## config.mk

```make
export PLATFORM = sky130hd
export DESIGN_NAME = mthd_dispatch
export DESIGN_NICKNAME = d
export VERILOG_FILES = /design/src/rtl/mthd_pkg.sv /design/src/rtl/mthd_regfile.sv /design/src/rtl/mthd_maddr.sv /design/src/rtl/mthd_ctl.sv /design/src/rtl/mthd_dispatch.sv
export SDC_FILE = /design/constraint.sdc
export NUM_CORES = 1
export LEC_CHECK = 0
export ABC_AREA = 0
export BUFFER_PORTS_ARGS = -buffer_cell sky130_fd_sc_hd__buf_2
export CORE_ASPECT_RATIO = 0.6
export CORE_MARGIN = 2
export CORE_UTILIZATION = 41
export CTS_BUF_LIST = sky130_fd_sc_hd__clkbuf_16
export CTS_CLUSTER_SIZE = 25
export DETAILED_ROUTE_END_ITERATION = 7
export SYNTH_ARGS = -nofsm -noshare
export SYNTH_HDL_FRONTEND = slang
export SYNTH_HIERARCHICAL = 1
export SYNTH_SLANG_ARGS = --single-unit
```

## constraint.sdc

```tcl
create_clock -name clk -period 9 [get_ports clk]
set_clock_uncertainty 0.05 [all_clocks]
set_input_delay 2.7 -clock clk [delete_from_list [all_inputs] [get_ports clk]]
set_output_delay 2.7 -clock clk [all_outputs]
set_load 0.005 [all_outputs]
```

## src/rtl/mthd_pkg.sv

```systemverilog
package mthd_pkg;

   // instruction field positions, fixed by the encoding
   localparam int OP_LSB  = 4;
   localparam int DST_LSB = 8;
   localparam int SA_LSB  = 11;
   localparam int SB_LSB  = 14;
   localparam int FLD_W   = 3;
   localparam int INSN_MIN_W = SB_LSB + FLD_W;

   typedef enum logic [2:0] {
      RO_FETCH        = 3'd0,
      RO_MOVE         = 3'd1,
      RO_MOVE_LDM     = 3'd2,
      RO_FETCH_SEND   = 3'd3,
      RO_MOVE_SEND    = 3'd4,
      RO_FETCH_LDM    = 3'd5,
      RO_MOVE_LDM_FSD = 3'd6,
      RO_MOVE_LDM_STP = 3'd7
   } res_op_e;

   typedef enum logic [1:0] {
      SS_RESULT = 2'd0,
      SS_PARAM  = 2'd1,
      SS_STEP   = 2'd2
   } send_src_e;

   typedef struct packed {
      logic      fetch;
      logic      wr_param;
      logic      load_m;
      logic      send;
      send_src_e src;
   } op_ctl_t;

   typedef enum logic [1:0] {
      ST_IDLE  = 2'd0,
      ST_FETCH = 2'd1,
      ST_APPLY = 2'd2,
      ST_SEND  = 2'd3
   } dsp_state_e;

   function automatic op_ctl_t decode_op(input res_op_e op);
      op_ctl_t c;
      c = '{fetch: 1'b0, wr_param: 1'b0, load_m: 1'b0, send: 1'b0, src: SS_RESULT};
      case (op)
         RO_FETCH:        begin c.fetch = 1'b1; c.wr_param = 1'b1; end
         RO_MOVE:         ;
         RO_MOVE_LDM:     c.load_m = 1'b1;
         RO_FETCH_SEND:   begin c.fetch = 1'b1; c.wr_param = 1'b1; c.send = 1'b1; end
         RO_MOVE_SEND:    c.send = 1'b1;
         RO_FETCH_LDM:    begin c.fetch = 1'b1; c.wr_param = 1'b1; c.load_m = 1'b1; end
         RO_MOVE_LDM_FSD: begin c.fetch = 1'b1; c.load_m = 1'b1; c.send = 1'b1; c.src = SS_PARAM; end
         RO_MOVE_LDM_STP: begin c.load_m = 1'b1; c.send = 1'b1; c.src = SS_STEP; end
         default:         ;
      endcase
      return c;
   endfunction

endpackage

```

## src/rtl/mthd_regfile.sv

```systemverilog
module mthd_regfile #(
   parameter int DATA_W = 32,
   parameter int NREG   = 8,
   parameter int IDX_W  = 3
) (
   input  logic              clk,
   input  logic              rst_n,
   input  logic              clr,
   input  logic              we,
   input  logic [IDX_W-1:0]  widx,
   input  logic [DATA_W-1:0] wdata,
   input  logic [IDX_W-1:0]  ra_idx,
   input  logic [IDX_W-1:0]  rb_idx,
   output logic [DATA_W-1:0] ra_data,
   output logic [DATA_W-1:0] rb_data
);

   logic [DATA_W-1:0] rf [NREG];

   for (genvar g = 0; g < NREG; g++) begin : g_reg
      if (g == 0) begin : g_zero
         assign rf[g] = '0;
      end else begin : g_flop
         logic [DATA_W-1:0] q;
         always_ff @(posedge clk or negedge rst_n) begin
            if (!rst_n)                                q <= '0;
            else if (clr)                              q <= '0;
            else if (we && (widx == IDX_W'(g)))        q <= wdata;
         end
         assign rf[g] = q;
      end
   end

   always_comb begin
      ra_data = '0;
      rb_data = '0;
      for (int i = 0; i < NREG; i++) begin
         if (ra_idx == IDX_W'(i)) ra_data = rf[i];
         if (rb_idx == IDX_W'(i)) rb_data = rf[i];
      end
   end

endmodule

```

## src/rtl/mthd_maddr.sv

```systemverilog
module mthd_maddr #(
   parameter int DATA_W = 32,
   parameter int ADDR_W = 12,
   parameter int INC_W  = 6
) (
   input  logic              clk,
   input  logic              rst_n,
   input  logic              clr,
   input  logic              load,
   input  logic [DATA_W-1:0] load_val,
   input  logic              adv,
   output logic [ADDR_W-1:0] addr,
   output logic [INC_W-1:0]  step
);

   logic [ADDR_W-1:0] addr_q;
   logic [INC_W-1:0]  step_q;

   always_ff @(posedge clk or negedge rst_n) begin
      if (!rst_n) begin
         addr_q <= '0;
         step_q <= '0;
      end else if (clr) begin
         addr_q <= '0;
         step_q <= '0;
      end else if (load) begin
         addr_q <= load_val[ADDR_W-1:0];
         step_q <= load_val[ADDR_W +: INC_W];
      end else if (adv) begin
         addr_q <= addr_q + ADDR_W'(step_q);
      end
   end

   assign addr = addr_q;
   assign step = step_q;


   addr_step_chk: assert property (@(posedge clk) disable iff (!rst_n)
      (adv && !load && !clr) |=> (addr_q == ADDR_W'($past(addr_q) + ADDR_W'($past(step_q)))));


   step_hold_chk: assert property (@(posedge clk) disable iff (!rst_n)
      (adv && !load && !clr) |=> $stable(step_q));

endmodule

```

## src/rtl/mthd_ctl.sv

```systemverilog
module mthd_ctl
   import mthd_pkg::*;
#(
   parameter int DATA_W = 32,
   parameter int IDX_W  = 3,
   parameter int ADDR_W = 12,
   parameter int INC_W  = 6
) (
   input  logic              clk,
   input  logic              rst_n,
   input  logic              cmd_valid,
   output logic              cmd_ready,
   input  logic              cmd_start,
   input  res_op_e           cmd_op,
   input  logic [IDX_W-1:0]  cmd_dst,
   input  logic [DATA_W-1:0] cmd_result,
   input  logic              prm_valid,
   input  logic [DATA_W-1:0] prm_data,
   output logic              prm_pop,
   output logic              snd_valid,
   input  logic              snd_ready,
   output logic [DATA_W-1:0] snd_data,
   output logic              clr,
   output logic              rf_we,
   output logic [IDX_W-1:0]  rf_widx,
   output logic [DATA_W-1:0] rf_wdata,
   output logic              m_load,
   output logic [DATA_W-1:0] m_load_val,
   output logic              m_adv,
   output logic              done
);

   localparam op_ctl_t START_CTL =
      '{fetch: 1'b1, wr_param: 1'b1, load_m: 1'b0, send: 1'b0, src: SS_RESULT};
   localparam logic [IDX_W-1:0] START_DST = IDX_W'(1);

   dsp_state_e        st_q, st_d;
   op_ctl_t           ctl_q;
   logic [IDX_W-1:0]  dst_q;
   logic [DATA_W-1:0] res_q;
   logic [DATA_W-1:0] prm_q;
   logic              done_q;
   logic              accept;
   logic              finish;

   assign accept = (st_q == ST_IDLE) && cmd_valid;

   always_comb begin
      st_d   = st_q;
      finish = 1'b0;
      case (st_q)
         ST_IDLE:  if (cmd_valid) st_d = (cmd_start || decode_op(cmd_op).fetch) ? ST_FETCH : ST_APPLY;
         ST_FETCH: if (prm_valid) st_d = ST_APPLY;
         ST_APPLY: begin
            if (ctl_q.send) st_d = ST_SEND;
            else begin
               st_d   = ST_IDLE;
               finish = 1'b1;
            end
         end
         ST_SEND: if (snd_ready) begin
            st_d   = ST_IDLE;
            finish = 1'b1;
         end
         default: st_d = ST_IDLE;
      endcase
   end

   always_ff @(posedge clk or negedge rst_n) begin
      if (!rst_n) begin
         st_q   <= ST_IDLE;
         ctl_q  <= START_CTL;
         dst_q  <= '0;
         res_q  <= '0;
         prm_q  <= '0;
         done_q <= 1'b0;
      end else begin
         st_q   <= st_d;
         done_q <= finish;
         if (accept) begin
            ctl_q <= cmd_start ? START_CTL : decode_op(cmd_op);
            dst_q <= cmd_start ? START_DST : cmd_dst;
            res_q <= cmd_result;
         end
         if (st_q == ST_FETCH && prm_valid) prm_q <= prm_data;
      end
   end

   assign cmd_ready  = (st_q == ST_IDLE);
   assign clr        = accept && cmd_start;
   assign prm_pop    = (st_q == ST_FETCH) && prm_valid;
   assign rf_we      = (st_q == ST_APPLY);
   assign rf_widx    = dst_q;
   assign rf_wdata   = ctl_q.wr_param ? prm_q : res_q;
   assign m_load     = (st_q == ST_APPLY) && ctl_q.load_m;
   assign m_load_val = res_q;
   assign snd_valid  = (st_q == ST_SEND);
   assign m_adv      = snd_valid && snd_ready;
   assign done       = done_q;

   always_comb begin
      case (ctl_q.src)
         SS_PARAM: snd_data = prm_q;
         SS_STEP:  snd_data = DATA_W'(res_q[ADDR_W +: INC_W]);
         default:  snd_data = res_q;
      endcase
   end


   snd_hold_chk: assert property (@(posedge clk) disable iff (!rst_n)
      (snd_valid && !snd_ready) |=> (snd_valid && $stable(snd_data)));


   pop_needs_data_chk: assert property (@(posedge clk) disable iff (!rst_n)
      prm_pop |-> prm_valid);


   pop_send_excl_chk: assert property (@(posedge clk) disable iff (!rst_n)
      $onehot0({prm_pop, snd_valid}));


   done_pulse_chk: assert property (@(posedge clk) disable iff (!rst_n)
      done |=> !done);


   busy_after_accept_chk: assert property (@(posedge clk) disable iff (!rst_n)
      (cmd_valid && cmd_ready) |=> !cmd_ready);

endmodule

```

## src/rtl/mthd_dispatch.sv

```systemverilog
module mthd_dispatch
   import mthd_pkg::*;
#(
   parameter int DATA_W = 32,
   parameter int INSN_W = 32,
   parameter int NREG   = 8,
   parameter int ADDR_W = 12,
   parameter int INC_W  = 6
) (
   input  logic              clk,
   input  logic              rst_n,
   input  logic              cmd_valid,
   output logic              cmd_ready,
   input  logic              cmd_start,
   input  logic [INSN_W-1:0] cmd_insn,
   input  logic [DATA_W-1:0] cmd_result,
   output logic [DATA_W-1:0] src_a_data,
   output logic [DATA_W-1:0] src_b_data,
   input  logic              prm_valid,
   input  logic [DATA_W-1:0] prm_data,
   output logic              prm_pop,
   output logic              snd_valid,
   input  logic              snd_ready,
   output logic [ADDR_W-1:0] snd_addr,
   output logic [DATA_W-1:0] snd_data,
   output logic              done
);

   localparam int IDX_W = FLD_W;

   if (INSN_W < INSN_MIN_W) begin : g_bad_insn
      $error("instruction word too narrow for its fields");
   end
   if (NREG < 2 || NREG > (1 << IDX_W)) begin : g_bad_nreg
      $error("register count must fit the 3-bit index and include r1");
   end
   if (DATA_W < ADDR_W + INC_W) begin : g_bad_addr
      $error("data word cannot carry address and step");
   end

   res_op_e           op;
   logic [IDX_W-1:0]  dst, sa, sb;
   logic              clr, rf_we, m_load, m_adv;
   logic [IDX_W-1:0]  rf_widx;
   logic [DATA_W-1:0] rf_wdata, m_load_val;
   logic [INC_W-1:0]  m_step;

   assign op  = res_op_e'(cmd_insn[OP_LSB +: FLD_W]);
   assign dst = cmd_insn[DST_LSB +: FLD_W];
   assign sa  = cmd_insn[SA_LSB +: FLD_W];
   assign sb  = cmd_insn[SB_LSB +: FLD_W];

   mthd_regfile #(.DATA_W(DATA_W), .NREG(NREG), .IDX_W(IDX_W)) u_rf (
      .clk(clk), .rst_n(rst_n), .clr(clr), .we(rf_we), .widx(rf_widx), .wdata(rf_wdata),
      .ra_idx(sa), .rb_idx(sb), .ra_data(src_a_data), .rb_data(src_b_data)
   );

   mthd_maddr #(.DATA_W(DATA_W), .ADDR_W(ADDR_W), .INC_W(INC_W)) u_ma (
      .clk(clk), .rst_n(rst_n), .clr(clr), .load(m_load), .load_val(m_load_val),
      .adv(m_adv), .addr(snd_addr), .step(m_step)
   );

   mthd_ctl #(.DATA_W(DATA_W), .IDX_W(IDX_W), .ADDR_W(ADDR_W), .INC_W(INC_W)) u_ctl (
      .clk(clk), .rst_n(rst_n), .cmd_valid(cmd_valid), .cmd_ready(cmd_ready),
      .cmd_start(cmd_start), .cmd_op(op), .cmd_dst(dst), .cmd_result(cmd_result),
      .prm_valid(prm_valid), .prm_data(prm_data), .prm_pop(prm_pop),
      .snd_valid(snd_valid), .snd_ready(snd_ready), .snd_data(snd_data),
      .clr(clr), .rf_we(rf_we), .rf_widx(rf_widx), .rf_wdata(rf_wdata),
      .m_load(m_load), .m_load_val(m_load_val), .m_adv(m_adv), .done(done)
   );


   addr_hold_chk: assert property (@(posedge clk) disable iff (!rst_n)
      (snd_valid && !snd_ready) |=> $stable(snd_addr));


   step_during_send_chk: assert property (@(posedge clk) disable iff (!rst_n)
      snd_valid |=> $stable(m_step));

endmodule

```

# After elaboration in Yosys (flattened, before gate mapping)
# Cells that the tools add are included.
[word_totals]
ramBits = 0
mem_count = 0
latchBits = 0
mem_bits_ro = 0
input_bits = 102
reg_bits = 317
word_cells = 136
[op_classes]
n_addsub = 1
mul = 0
n_lt_le_gt_ge = 0
div_mod_pow = 0
muxes = 53
shift = 0
n_bitwise = 0
reduce_logical = 29
eq_ne = 35
[op_table]
columns = ["cell", "n"]
rows = [
  ["32-bit two-way mux", 29],
  ["32-bit case mux with 2 select lines", 1],
  ["3-bit equality test (second input constant)", 16],
  ["12-bit two-way mux", 3],
  ["3-bit by 2-bit equality test with 1-bit output (second input constant)", 8],
  ["2-bit nonzero test", 8],
  ["12-bit by 6-bit adder with 12-bit output", 1],
  ["1-bit logical AND", 12],
  ["6-bit two-way mux", 2],
  ["4-bit OR reduction", 3],
  ["2-bit two-way mux", 5],
  ["3-bit by 1-bit equality test with 1-bit output (second input constant)", 3],
  ["1-bit two-way mux", 8],
  ["2-bit case mux with 4 select lines", 1],
  ["2-bit equality test (second input constant)", 3],
  ["2-bit != test (second input constant)", 3],
  ["5-bit two-way mux", 1],
  ["2-bit by 1-bit equality test with 1-bit output (second input constant)", 2],
  ["2-bit case mux with 2 select lines", 1],
  ["3-bit logical NOT", 1],
  ["3-bit two-way mux", 1],
  ["3-bit AND reduction", 1],
  ["3-bit nonzero test", 1],
  ["3-bit OR reduction", 1],
  ["3 further kinds", 3],
]

# Depth between registers and ports, before layout
# Gate-level depths: netlist of the first run.
[logic_depth]
ltp_word = 9
depth_mapped = 8

# Cells and area by module
# Netlist of the first run, hierarchy kept.
[modules_own_cells]
columns = ["mod", "area_each_um2", "seq_area_each_um2", "cells_each", "instances"]
rows = [
  ["mthd_regfile", 12669.7, 5605.4, 1529, 1],
  ["mthd_ctl", 3756.1, 1878.1, 362, 1],
  ["mthd_maddr", 1285.0, 450.4, 139, 1],
]

# Least setup slack after synthesis of the first run
# Ideal clock, no wire load.
[synth_path]
path_type = "in2out"
startpoint = "input port cmd_insn[15]"
endpoint = "output port src_b_data[12]"
path_buffers = 2
arrival_ns = 3.864
path_stages = 5
slack_ns = 2.386
required_ns = 6.250
cell_sequence = "buf_2 buf_4 mux2_2 a221o_1 a22o_1"
[synth_between]
elab_chain_cells = 8
elab_cells_between_ends = 14
classes_between = "eq/ne: 7; mux: 7"
[synth_lines]
columns = ["item", "line_no", "text"]
rows = [
  ["from (decl)", "mthd_dispatch.sv:15", "input logic [INSN_W-1:0] cmd_insn,"],
  ["3-bit by 1-bit equality test with 1-bit output", "mthd_regfile.sv:39", "if (rb_idx == IDX_W'(i)) rb_data = rf[i];"],
  ["32-bit two-way mux (6 in series)", "mthd_regfile.sv:39", ""],
  ["32-bit two-way mux *", "mthd_regfile.sv:39", ""],
  ["to (decl)", "mthd_dispatch.sv:18", "output logic [DATA_W-1:0] src_b_data,"],
]
# Every way passes the cells marked *; elsewhere a longest branch is shown, timed or not.

# Worst setup path after layout of the first run
[layout_path]
startpoint = "input port cmd_insn[15]"
endpoint = "output port src_b_data[16]"
# Same word-level chain as after synthesis.

==> key figures, run 1 <==
Outcome
  – Status: complete, but fails checks
  – Failing checks: max-slew violations

Layout
  – Share of layout cells above drive strength 1: 19.3%
  – Most frequent cells in the layout: 608 x nand2_1, 316 x dfrtp_1, 306 x a21oi_1
  – Final nets: 2232
  – Syn-to-layout area delta: 13.4%
  – Commonest non-fill, non-tap cell in the layout: nand2_1
  – Fillcell total: 4090
  – Design area: 0.0201 mm^2
  – Antenna Cells: 0

Floorplanning
  – Die X: 272 um
  – Core area: 0.0422 mm^2
  – Die height: 165 um
  – Die ar.: 0.0449 mm^2
  – Initial Util: 41.9%
  – Placement Rows: 58
  – IO Pins: 214

Synth
  – Synth Net Count: 2141
  – EDFF count, synth: 0
  – Post-synthesis instance total: 2030
  – Avg Inst Size Synth: 8.72 um^2
  – Synth Cell Area: 0.0177 mm^2
  – Synth async-reset ratio: 100%
  – Number of synthesized register bits: 317
  – Yosys warnings: 6
  – Seq/Total Area, Yosys: 44.8%
  – Ys flop type: dfrtp_1
  – Synth unique cells: 69

Pwr
  – Pwr dens: 328 mW/mm^2
  – Static leakage: 9.09 nW
  – Seq pwr share: 39.5%
  – Combinational share of power: 39.1%
  – VDD IR max: 0.181 mV
  – P_int: 3.92 mW
  – Tot Pwr: 6.58 mW
  – Switching power: 2.66 mW
  – Switching Share: 40.4%
  – Clock power share: 21.4%

Setup path
  – Critical Path RT: 6.25 ns
  – Crit start category: primary input
  – Largest fanout on the critical path: 64
  – Critical-path cell list: buf_4 -> buf_12 -> nand2_1 -> nor2_2 -> buf_4 -> a22o_1 -> buf_2
  – Worst path slowest cell: buf_4
  – Critical path's top delay family: buffers and inverters
  – Critical path's largest stage delay: 0.43 ns
  – CP most frequent cell: buf_4
  – Crit. End Element: output port
  – Worst EP arrival: 4.82 ns
  – Crit Path Category: primary input to output port
  – Crit path buf inv count: 4

Global route
  – Initial antenna violation count: 0
  – Vias in the first global route: 15900
  – GRT Total Usage: 29.0%
  – Pin count of the biggest net entering global routing: 246
  – First-pass GRT wire length: 99500 um
  – Total gr overflow: 0

Placement
  – Placed cell areas: 0.0190 mm^2
  – Pre-CTS WS: 1.49 ns
  – Routability congestion estimate: 0.851
  – Number of I/O port buffers: 193
  – DP HPWL: 38700 um

Clocking
  – TritonCTS clock tree: yes
  – Hold Buf Count CTS: 0
  – Sink Count: 317
  – Setup Fix Bufs, Post-CTS: 0
  – Root Buffer: clkbuf_16
  – Num CTS Buffers: 34
  – Clock Latency Late Sink: 0.53 ns
  – Cts repair resizes: 0
  – Clock Path Buffers: 3
  – Clock slew at reported path FFs: 0.06 ns
  – H-tree depth: 2

Timing
  – Number of hold violations in the final report: 0
  – Fin. max-slew vios: 117
  – FMAX: 132 MHz
  – Slew @ Worst Pin: 1.59 ns
  – Relative slew margins: -5.76%
  – Hold slack final: 0.428 ns
  – Setup-failing EPs final: 0
  – Setup TNS: 0 ns
  – Final Cycle Share: 84.1%
  – Setup ws final: 1.43 ns
  – Post-layout min period: 7.57 ns
  – RSZ-0062 raised after global routing: false

Route
  – Avg Vias per Cell: 6.10
  – DRC: 0
  – Number of detailed-route iterations in the first pass: 5
  – DRT iter0 DRCs: 2067
  – Antenna-violating nets left: 0
  – DR vias: 16600
  – WL per Instance: 24.3 um
  – Overall routed net length: 65900 um

Hold path
  – Worst hold path class: flip-flop to flip-flop

Flow run
  – MaxCap Viol Count: 0
==> worst reg2reg max path, stage by stage, from the launching register on <==
cell and delay [ns]:
dfrtp_1 0.49, nor2b_1 0.43, nand2_1 0.29, nor2_2 0.95, buf_4 0.49, nand2_1 0.10
a21oi_1 0.14
==> area by class of cell <==
class	instances	area (um^2)	share of cell area [%]
multi-input combinational	1513	8920	44.4
tap	570	713	3.55
clock inverter	23	158	0.785
clock buffer	37	926	4.61
timing repair buffer	238	1370	6.83
sequential	317	7930	39.5
inverter	17	63.8	0.318
==> sequential cells by signal, indices dropped and copies added (netlist names) <==
| name | count |
|---|---|
| u_rf/g.g_flop.q | 224 |
| u_ctl/prm_q | 32 |
| u_ctl/m_load_val | 32 |
| u_ctl/ctl_q | 5 |
| u_ctl/rf_widx | 3 |
| u_ctl/done | 1 |
| u_ma/addr | 12 |
| u_ma/step | 6 |
| u_ctl/st_q | 2 |
==> cells by family (layout without fill, tap and decap cells) <==
group	Yosys count	after routing	synth area share (%)
simple gates	714	714	16.3
compound gates	645	645	24.1
fa+ha+maj	9	9	0.678
mux	142	142	8.76
buf+inv	200	315	5.06
xor+xnor	3	3	0.226
flops	317	317	44.8
==> path summary, 6_finish.rpt <==
kind | start | to | slack [ns] | cells past startpoint
worst max register to register | u_ctl/st_q[1]$_DFFE_PN0P_ | u_rf/g_reg[5].g_flop.q[14]$_DFFE_PN0P_ | 5.97 | 6
worst max-delay path | cmd_insn[15] | src_b_data[16] | 1.43 | 7
worst min register to register | u_ctl/ctl_q[2]$_DFFE_PN0P_ | u_ctl/ctl_q[2]$_DFFE_PN0P_ | 0.43 | 2
worst min-delay path | u_ctl/ctl_q[2]$_DFFE_PN0P_ | u_ctl/ctl_q[2]$_DFFE_PN0P_ | 0.43 | 2
max in group asynchronous | rst_n | u_rf/g_reg[6].g_flop.q[31]$_DFFE_PN0P_ | 5.17 | 2
min in group asynchronous | rst_n | u_ctl/prm_q[9]$_DFFE_PN0P_ | 2.23 | 1
==> power groups by stage <==
stage | sequential [mW] | combinational (mW) | clock, mW
5_1_grt | 2.68 | 2.81 | 1.50
4_1_cts | 2.58 | 2.56 | 1.44
6_report | 2.60 | 2.58 | 1.41
2_1_floorplan | 2.40 | 1.78 | 0
3_3_place_gp | 2.57 | 2.49 | 0
3_5_place_dp | 2.60 | 2.55 | 0
==> cells in the mapped netlist (32+ instances only) <==
cell      instances  area, um^2
dfrtp_1         316        7910
nor2_1           32         120
clkbuf_1         92         345
a221o_1          49         490
mux2i_1          47         470
a21oi_1         307        1540
nand2_1         609        2290
a22oi_1          36         270
o21ai_0          34         170
a22o_1           92         806
buf_2            66         330
mux2_2           94        1060
==> through the flow <==
stage               util (%)  cells
finish                  47.6   2715
global route            47.6   2715
CTS                     47.6   2715
detailed placement      45.0   2655
floorplan                  -   2030
global placement        45.0   2655
==> per-layer routing <==
layer	wire length, um	track usage [%]	share of wire (%)
met1	28700	40.9	44
met2	29400	45.4	45
met3	6080	5.71	9.2
met4	1660	8.29	2.5
met5	0	0	0
Power figures use the tool's default switching activity.
==> run 2, diff against run 1 <==
- clock period: 9 -> 7.2 ns (I/O delays scaled with it)
==> run 2 against run 1 <==
Combinational power rose by 24%; sequential power rose by 25%; worst hold slack improved by 0.020 ns; wire length fell by 0.59%; register-to-register slack got worse by 1.4 ns; the flow now finishes without violations; critical path type unchanged; via count barely moved; highest routed layer unchanged; count of clock-buffer cells in the layout did not move; utilization rose by 0.15 points; power rose by 25%; clock power rose by 23%; critical path depth fell by 1; design area rose by 0.32%.
==> key figures, run 2 (synthesized netlist as in run 1, its figures left out) <==
Outcome
  – Status: finished, final reports clean

Setup path
  – Largest fanout on the critical path: 41
  – Critical Path RT: 4.99 ns
  – Worst EP arrival: 4.23 ns
  – Crit. End Element: output port
  – Worst path slowest cell: and2_1
  – Crit Path Category: primary input to output port
  – Crit start category: primary input
  – Critical path's largest stage delay: 0.54 ns
  – Critical-path cell list: buf_4 -> nand2_1 -> and2_1 -> a221o_1 -> a22o_1 -> buf_2

Clocking
  – H-tree depth: 2
  – Clock Latency Late Sink: 0.52 ns
  – Root Buffer: clkbuf_16
  – Num CTS Buffers: 34
  – Clock Path Buffers: 3
  – Cts repair resizes: 0
  – Setup Fix Bufs, Post-CTS: 0
  – Clock slew at reported path FFs: 0.06 ns
  – Hold Buf Count CTS: 0
  – TritonCTS clock tree: yes
  – Sink Count: 317

Route
  – Overall routed net length: 65500 um
  – DRC: 0
  – Antenna-violating nets left: 0
  – DR vias: 16600
  – DRT iter0 DRCs: 1931
  – Avg Vias per Cell: 6.09
  – WL per Instance: 24.1 um
  – Number of detailed-route iterations in the first pass: 6

Floorplanning
  – IO Pins: 214
  – Placement Rows: 58
  – Die height: 165 um
  – Die X: 272 um
  – Die ar.: 0.0449 mm^2
  – Core area: 0.0422 mm^2
  – Initial Util: 41.9%

Flow run
  – MaxCap Viol Count: 0

Hold path
  – Worst hold path class: flip-flop to flip-flop

Timing
  – Slew @ Worst Pin: 1.14 ns
  – Final Cycle Share: 89.5%
  – FMAX: 155 MHz
  – Relative slew margins: 23.7%
  – Number of hold violations in the final report: 0
  – RSZ-0062 raised after global routing: false
  – Setup-failing EPs final: 0
  – Fin. max-slew vios: 0
  – Post-layout min period: 6.44 ns
  – Setup TNS: 0 ns

Placement
  – Number of I/O port buffers: 193
  – Placed cells: 2663
  – Routability congestion estimate: 0.875
  – DP HPWL: 39400 um

Layout
  – Post-Route Utilization: 47.7%
  – Fillcell total: 4119
  – Most frequent cells in the layout: 608 x nand2_1, 316 x dfrtp_1, 306 x a21oi_1
  – Reg with most FFs: u_rf/g.g_flop.q
  – Finished Layout Cells: 2722
  – Commonest non-fill, non-tap cell in the layout: nand2_1
  – Number of flip-flops in the largest register: 224
  – Multi-input logic area: 0.00892 mm^2
  – Reg area: 0.00793 mm^2
  – Syn-to-layout area delta: 13.8%
  – Share of layout cells above drive strength 1: 19.3%
  – Final nets: 2240

Global route
  – First-pass GRT wire length: 99400 um
  – GRT Total Usage: 28.9%
  – Vias in the first global route: 16100
  – Initial antenna violation count: 1
  – Pin count of the biggest net entering global routing: 225
  – Total gr overflow: 0

Pwr
  – VDD IR max: 0.187 mV
  – Pwr dens: 407 mW/mm^2
  – Static leakage: 9.14 nW
run 2: cell types whose count changed in the layout (fill, tap and decap cells not counted):
cell	previous run	this run
buf_12	4	6
buf_4	44	50
clkinv_1	7	9
clkinv_2	6	3
clkinvlp_4	3	0
diode_2	0	1
inv_1	19	21
run 2: final timing paths:
path                            cells after the start                                      to  slack [ns]                        from
worst min-delay path                                2              u_ctl/ctl_q[2]$_DFFE_PN0P_        0.45  u_ctl/ctl_q[2]$_DFFE_PN0P_
min in group asynchronous                           1         u_ctl/m_load_val[1]$_DFFE_PN0P_        1.67                       rst_n
max in group asynchronous                           2  u_rf/g_reg[6].g_flop.q[21]$_DFFE_PN0P_        4.12                       rst_n
worst max-delay path                                6                          src_a_data[29]        0.76                cmd_insn[13]
worst max register to register                      6                u_ma/addr[9]$_DFFE_PN0P_        4.55   u_ctl/st_q[1]$_DFFE_PN0P_
worst min register to register                      2              u_ctl/ctl_q[2]$_DFFE_PN0P_        0.45  u_ctl/ctl_q[2]$_DFFE_PN0P_
run 2: power by group:
| group | switching (mW) | internal (mW) | total [mW] |
|---|---|---|---|
| Sequential | 0.717 | 2.54 | 3.26 |
| Combinational | 1.85 | 1.36 | 3.21 |
| Clock | 0.742 | 0.990 | 1.73 |
run 2: metal layers:
metal / track usage, % / part of all wire (%) / vias to the layer above
li1: - / - / 7363
met1: 41.5 / 44 / 8256
met2: 44.5 / 44 / 816
met3: 4.91 / 8.8 / 142
met4: 8.89 / 2.7 / 0
met5: 0 / 0 / -
run 2: cell type report:
class / instances / share of cell area (%)
Tap cell: 570 / 3.54
Multi-Input combinational cell: 1513 / 44.3
Clock buffer: 37 / 4.59
Clock inverter: 21 / 0.670
Antenna cell: 1 / 0.0124
Timing Repair Buffer: 246 / 7.23
Inverter: 17 / 0.317
Sequential cell: 317 / 39.4
run 2: critical path: cells and delay by family:
kind | cells | cell delay (ns)
AOI/OAI and AO/OA | 2 | 0.73
and+or+nand+nor | 2 | 0.70
buffers and inverters | 2 | 0.62
run 2: metrics by stage:
step           hold WS [ns]  total power [mW]  setup WS, ns  cell area (um^2)
4_1_cts               0.448              8.20         0.779             20200
5_1_grt               0.461              8.72         0.690             20200
3_5_place_dp          0.434              6.44         0.800             19100
3_3_place_gp          0.404              6.33         0.790             19100
2_1_floorplan         0.387              5.22          1.67             17700
6_report              0.448              8.21         0.758             20200
